$ cat src/rtl/reg_bus_xcvr_pkg.sv
package reg_bus_xcvr_pkg;

    // Operating state of one storage path, decoded every cycle
    typedef enum logic [1:0] {
        MODE_KEEP    = 2'd0,
        MODE_PASS    = 2'd1,
        MODE_CAPTURE = 2'd2
    } store_mode_e;

    localparam int unsigned XCVR_WIDTH = 18;

endpackage

$ cat src/rtl/bus_hold_in.sv
module bus_hold_in #(
    parameter int unsigned W    = 18,
    parameter bit          HOLD = 1'b1
) (
    input  logic         clk,
    input  logic         rst_n,
    input  logic [W-1:0] pin,
    input  logic [W-1:0] drv,
    output logic [W-1:0] eff
);

    typedef struct packed {
        logic [W-1:0] keep;
    } hold_state_t;

    hold_state_t st_d, st_q;

    generate
        if (HOLD) begin : g_hold
            always_comb begin
                st_d = st_q;
                for (int i = 0; i < int'(W); i++) begin
                    if (drv[i]) st_d.keep[i] = pin[i];
                end
            end
            for (genvar i = 0; i < int'(W); i++) begin : g_bit
                assign eff[i] = drv[i] ? pin[i] : st_q.keep[i];
            end
        end else begin : g_nohold
            always_comb begin
                st_d = '0;
            end
            assign eff = pin & drv;
        end
    endgenerate

    always_ff @(posedge clk) begin
        if (!rst_n) st_q <= '0;
        else        st_q <= st_d;
    end


    hold_undriven_chk: assert property (@(posedge clk) disable iff (!rst_n)
        (HOLD && drv == '0) |=> (st_q == $past(st_q)));


    hold_tracks_chk: assert property (@(posedge clk) disable iff (!rst_n)
        (HOLD && drv == '1) |=> (st_q.keep == $past(pin)));

endmodule

$ cat src/rtl/store_path.sv
module store_path
    import reg_bus_xcvr_pkg::*;
#(
    parameter int unsigned W = 18
) (
    input  logic         clk,
    input  logic         rst_n,
    input  logic [W-1:0] din,
    input  logic         le,
    input  logic         cclk,
    output logic [W-1:0] dout
);

    typedef struct packed {
        logic [W-1:0] data;
        logic         cclk_prev;
    } path_state_t;

    path_state_t st_d, st_q;
    store_mode_e mode;
    logic        rise;

    assign rise = cclk & ~st_q.cclk_prev;

    always_comb begin
        if (le)        mode = MODE_PASS;
        else if (rise) mode = MODE_CAPTURE;
        else           mode = MODE_KEEP;
    end

    always_comb begin
        st_d           = st_q;
        st_d.cclk_prev = cclk;
        unique case (mode)
            MODE_PASS:    st_d.data = din;
            MODE_CAPTURE: st_d.data = din;
            default:      st_d.data = st_q.data;
        endcase
    end

    always_ff @(posedge clk) begin
        if (!rst_n) begin
            st_q.data      <= '0;
            st_q.cclk_prev <= 1'b1;
        end else begin
            st_q <= st_d;
        end
    end

    assign dout = (mode == MODE_PASS) ? din : st_q.data;


    pass_follow_chk: assert property (@(posedge clk) disable iff (!rst_n)
        le |-> (dout == din));


    keep_stable_chk: assert property (@(posedge clk) disable iff (!rst_n)
        (!le && !(cclk && !st_q.cclk_prev)) |=> (st_q.data == $past(st_q.data)));


    capture_load_chk: assert property (@(posedge clk) disable iff (!rst_n)
        (!le && cclk && !$past(cclk)) |=> (st_q.data == $past(din)));


    close_keep_chk: assert property (@(posedge clk) disable iff (!rst_n)
        $fell(le) |-> (dout == $past(din)));

endmodule

$ cat src/rtl/port_gate.sv
module port_gate #(
    parameter int unsigned W          = 18,
    parameter bit          ACTIVE_LOW = 1'b0
) (
    input  logic         clk,
    input  logic         rst_n,
    input  logic [W-1:0] din,
    input  logic         oe_pin,
    output logic [W-1:0] dout,
    output logic         en
);

    generate
        if (ACTIVE_LOW) begin : g_low
            assign en = ~oe_pin;
        end else begin : g_high
            assign en = oe_pin;
        end
    endgenerate

    assign dout = en ? din : '0;


    gate_off_zero_chk: assert property (@(posedge clk) disable iff (!rst_n)
        (oe_pin == ACTIVE_LOW) |-> (dout == '0 && !en));


    gate_on_pass_chk: assert property (@(posedge clk) disable iff (!rst_n)
        (oe_pin != ACTIVE_LOW) |-> (dout == din && en));

endmodule

$ cat src/rtl/reg_bus_xcvr.sv
module reg_bus_xcvr
    import reg_bus_xcvr_pkg::*;
#(
    parameter int unsigned W        = XCVR_WIDTH,
    parameter bit          BUS_HOLD = 1'b1
) (
    input  logic         clk,
    input  logic         rst_n,
    input  logic [W-1:0] a_in,
    input  logic [W-1:0] a_drv,
    output logic [W-1:0] a_out,
    output logic         a_oe,
    input  logic [W-1:0] b_in,
    input  logic [W-1:0] b_drv,
    output logic [W-1:0] b_out,
    output logic         b_oe,
    input  logic         ab_oe,
    input  logic         ab_le,
    input  logic         ab_clk,
    input  logic         ba_oe_n,
    input  logic         ba_le,
    input  logic         ba_clk
);

    logic [W-1:0] a_eff, b_eff;
    logic [W-1:0] ab_data, ba_data;

    bus_hold_in #(.W(W), .HOLD(BUS_HOLD)) u_hold_a (
        .clk(clk), .rst_n(rst_n), .pin(a_in), .drv(a_drv), .eff(a_eff)
    );

    bus_hold_in #(.W(W), .HOLD(BUS_HOLD)) u_hold_b (
        .clk(clk), .rst_n(rst_n), .pin(b_in), .drv(b_drv), .eff(b_eff)
    );

    store_path #(.W(W)) u_path_ab (
        .clk(clk), .rst_n(rst_n), .din(a_eff), .le(ab_le), .cclk(ab_clk),
        .dout(ab_data)
    );

    store_path #(.W(W)) u_path_ba (
        .clk(clk), .rst_n(rst_n), .din(b_eff), .le(ba_le), .cclk(ba_clk),
        .dout(ba_data)
    );

    port_gate #(.W(W), .ACTIVE_LOW(1'b0)) u_gate_b (
        .clk(clk), .rst_n(rst_n), .din(ab_data), .oe_pin(ab_oe),
        .dout(b_out), .en(b_oe)
    );

    port_gate #(.W(W), .ACTIVE_LOW(1'b1)) u_gate_a (
        .clk(clk), .rst_n(rst_n), .din(ba_data), .oe_pin(ba_oe_n),
        .dout(a_out), .en(a_oe)
    );


    ab_isolated_chk: assert property (@(posedge clk) disable iff (!rst_n)
        (!ab_le && !ab_clk && $stable(ab_oe) && !$rose(ab_le)) |=> $stable(b_out) || ab_le || $changed(ab_oe) || ab_clk);


    reset_clear_chk: assert property (@(posedge clk)
        (!rst_n && !ab_le && ab_oe) |=> (!rst_n || ab_le || ab_clk || b_out == '0));

endmodule

$ cat config.mk
export PLATFORM = sky130hd
export DESIGN_NAME = reg_bus_xcvr
export DESIGN_NICKNAME = d
export VERILOG_FILES = /design/src/rtl/reg_bus_xcvr_pkg.sv /design/src/rtl/bus_hold_in.sv /design/src/rtl/store_path.sv /design/src/rtl/port_gate.sv /design/src/rtl/reg_bus_xcvr.sv
export SDC_FILE = /design/constraint.sdc
export NUM_CORES = 1
export LEC_CHECK = 0
export BUFFER_PORTS_ARGS = -buffer_cell sky130_fd_sc_hd__buf_2
export CAP_MARGIN = 20
export CORE_UTILIZATION = 40
export DETAILED_ROUTE_END_ITERATION = 6
export HOLD_SLACK_MARGIN = 0.03
export PLACE_DENSITY = 0.74
export SYNTH_ARGS = -nofsm -noshare
export SYNTH_HDL_FRONTEND = slang
export SYNTH_SLANG_ARGS = --single-unit
$ cat constraint.sdc
create_clock -name clk -period 1.7 [get_ports clk]
set_clock_uncertainty 0.05 [all_clocks]
set_input_delay 0.085 -clock clk [delete_from_list [all_inputs] [get_ports clk]]
set_output_delay 0.085 -clock clk [all_outputs]
set_load 0.02 [all_outputs]
==> results.sh <==
export IMPL_status="completed"
export IMPL_dieArea_um2=8530
export IMPL_synth_most_common_cell="dfxtp_1"
export IMPL_maxCapViolations=0
export IMPL_gp_congestion=0.721
export IMPL_cts_num_sinks=74
export IMPL_hpwl_um=4750
export IMPL_drt_iter0_markers=73
export IMPL_portBuffers=117
export IMPL_synth_area_leaders="dfxtp_1, mux2i_1, o211a_1"
export IMPL_arrival_ns=1.86
export IMPL_syn_area_um2=3270
export IMPL_critical_path_class="in2reg"
export IMPL_synth_common_cells="dfxtp_1, nor2_1, mux2i_1"
export IMPL_nFillCells=688
export IMPL_design_area_um2=4460
export IMPL_path_max_fanout=2
export IMPL_power_switching_mw=1.02
export IMPL_intPower_mw=2.97
export IMPL_cts_tree="yes"
export IMPL_yosysSeqAreaShare=0.453
export IMPL_whs_path_depth=3
export IMPL_io_pins=118
export IMPL_placed_cell_area_um2=3900
export IMPL_cts_root_buf="clkbuf_8"
export IMPL_cellLeakagePower_nw=2.35
export IMPL_clock_power_share=0.346
export IMPL_syn2layout_area_growth_pct=36.6
export IMPL_drive_gt1_frac=0.360
export IMPL_cts_buffers=9
export IMPL_r2r_slack_ns=0.12
export IMPL_viasPerCell=4.75
export IMPL_crit_path_start="a_in[15]"
export IMPL_grt_overflow=0
export IMPL_setup_viol=0
export IMPL_async_flop_share=0
export IMPL_die_w_um=92.4
export IMPL_nets=547
export IMPL_synth_distinct_cells=23
export IMPL_routed_wl_um=7200
export IMPL_cts_buffer_depth=2
export IMPL_r2r_end="u_path_ba.st_q[11]"
export IMPL_h_tree_depth=3
export IMPL_holdCritStartpoint="a_drv[9]"
export IMPL_worstRegToRegCells=4
export IMPL_synth_top_cell_area_share=0.453
export IMPL_grt_pass1_wl_um=11800
export IMPL_worst_slew_pin_slew_ns=0.514
export IMPL_grtUsageTotal=0.172
export IMPL_syn_avg_cell_area_um2=10.1
export IMPL_irDropWorstVdd_v=0.000440
export IMPL_clk_latency_ns=0.33
export IMPL_drv_slew=0
export IMPL_cp_end_kind="flip-flop"
export IMPL_grt_max_degree=39
export IMPL_finalHoldViolCount=0
export IMPL_drtAntennaViolNets=0
export IMPL_std_cell_rows=32
export IMPL_p_sw_frac=0.255
export IMPL_firstDrtPassIters=4
export IMPL_clk_pin_slew_ns=0.08
export IMPL_die_y_um=92.4
export IMPL_synth_flop_cell="dfxtp_1"
export IMPL_combPwrFrac=0.179
export IMPL_slew_headroom=0.657
export IMPL_cp_required_ns=1.88
export IMPL_syn_inst=322
export IMPL_period_share=0.993
export IMPL_final_core_util=0.572
export IMPL_finalWorstPathRequiredPeriod_ns=1.69
export IMPL_fmax_mhz=592
export IMPL_coreArea_um2=7810
export IMPL_wl_per_cell_um=12.5
export IMPL_hold_class="in2reg"
export IMPL_drc=0
export IMPL_ys_warnings_count=0
export IMPL_powerDensity_nw_per_um2=892
export IMPL_vias=2728
export IMPL_hold_path_end="u_hold_a.st_q[9]"
export IMPL_syn_num_nets=402
export IMPL_diodes=0
export IMPL_start_util=0.418
export IMPL_r2r_start="u_hold_b.st_q[10]"
export IMPL_p_seq_frac=0.476
export IMPL_ys_ff_latch=74
export IMPL_yosysTopAreaCell="dfxtp_1"
export IMPL_grt_pass1_vias=2799
export IMPL_cp_start_kind="primary input"
export IMPL_antenna_found_initial=0
export IMPL_synth_edf_count=0
through the flow:
| step | total power [mW] | hold slack (ns) | setup slack [ns] | setup TNS (ns) | std cells |
|---|---|---|---|---|---|
| after floorplan | 2.35 | 0.136 | 0.441 | 0 | 322 |
| after global placement | 2.55 | 0.272 | 0.368 | 0 | 524 |
| after detailed placement | 2.57 | 0.285 | 0.343 | 0 | 524 |
| after CTS | 4.03 | 0.0301 | 0.0728 | 0 | 576 |
| after global routing | 4.19 | 0.0422 | -0.00321 | -0.00321 | 574 |
| final | 3.98 | 0.0255 | 0.0114 | 0 | 574 |
flip-flops by register name (all words and copies together) (netlist names):
| name | flops |
|---|---|
| u_path_ba.st_q | 19 |
| u_hold_a.st_q | 18 |
| u_path_ab.st_q | 19 |
| u_hold_b.st_q | 18 |
layout make-up:
type	count	area, um2	share of cell area
clock buffers	12	155	0.0348
flip-flops and latches	74	1480	0.332
well taps	102	128	0.0286
clock inverters	4	50.0	0.0112
repair buffers	156	976	0.219
inverters	14	52.6	0.0118
multi-input cells	212	1620	0.363
per-layer routing:
layer / track usage / wire [um] / vias to the layer above
li1: - / - / 1394
met2: 0.311 / 3560 / 75
met3: 0.0312 / 286 / 16
met4: 0.0885 / 156 / 0
met5: 0 / 0 / -
met1: 0.191 / 3190 / 1243
worst max-delay path: stages:
cell           delay (ns)
dlygate4sd3_1        0.56
buf_2                0.14
mux2i_2              0.17
dlygate4sd3_1        0.57
nor2_1               0.05
mux2_4               0.28
power by group through the flow:
stage / Sequential [mW] / Clock (mW) / Combinational (mW)
floorplan: 1.92 / 0 / 0.437
global placement: 1.93 / 0 / 0.627
detailed placement: 1.93 / 0 / 0.637
CTS: 1.89 / 1.43 / 0.713
global route: 1.91 / 1.50 / 0.777
finish: 1.89 / 1.38 / 0.712
cells in the final DEF, fill, tap and decap left out:
| cell | Yosys | final |
|---|---|---|
| a211o_1 | 1 | 1 |
| a211oi_1 | 18 | 18 |
| a21o_1 | 1 | 1 |
| a21oi_2 | 1 | 1 |
| a21oi_4 | 1 | 1 |
| a2bb2oi_1 | 10 | 10 |
| and2_0 | 3 | 3 |
| and2_1 | 23 | 23 |
| buf_12 | 1 | 1 |
| buf_2 | 8 | 117 |
| buf_4 | 3 | 4 |
| bufinv_16 | 0 | 1 |
| clkbuf_1 | 9 | 1 |
| clkbuf_8 | 0 | 11 |
| clkinv_2 | 0 | 1 |
| clkinvlp_4 | 0 | 2 |
| dfxtp_1 | 74 | 74 |
| dlygate4sd3_1 | 0 | 34 |
| inv_1 | 13 | 13 |
| inv_2 | 1 | 1 |
| mux2_2 | 16 | 16 |
| mux2_4 | 10 | 10 |
| mux2i_1 | 36 | 32 |
| mux2i_2 | 0 | 4 |
| nand2_1 | 18 | 18 |
| nand2b_1 | 12 | 12 |
| nor2_1 | 44 | 44 |
| o211a_1 | 18 | 18 |
worst max path at each step:
| stage | endpoint | slack, ns |
|---|---|---|
| 4_1_cts | u_path_ba.st_q[13] | 0.07 |
| 5_1_grt | u_path_ba.st_q[11] | -0.003 |
| 2_1_floorplan | u_path_ab.st_q[10] | 0.44 |
| 3_3_place_gp | u_path_ab.st_q[6] | 0.37 |
| 3_5_place_dp | u_path_ab.st_q[6] | 0.34 |
| 6_report | u_path_ab.st_q[16] | 0.01 |
logic make-up after synthesis:
group,count (synthesis),share of synthesized area
AND/OR/NAND/NOR,100,0.144
flip-flops,74,0.453
multiplexers,62,0.211
AO/OA/AOI/OAI,50,0.136
buffers and inverters,36,0.0552
repair_timing:
item,in CTS,in global routing
endpoints found under the setup margin,0,4
endpoints found under the hold margin,25,0
buffers inserted,0,0
hold buffers,36,0
gates resized for setup,0,4
No activity file was read; power rests on OpenSTA's default activity.
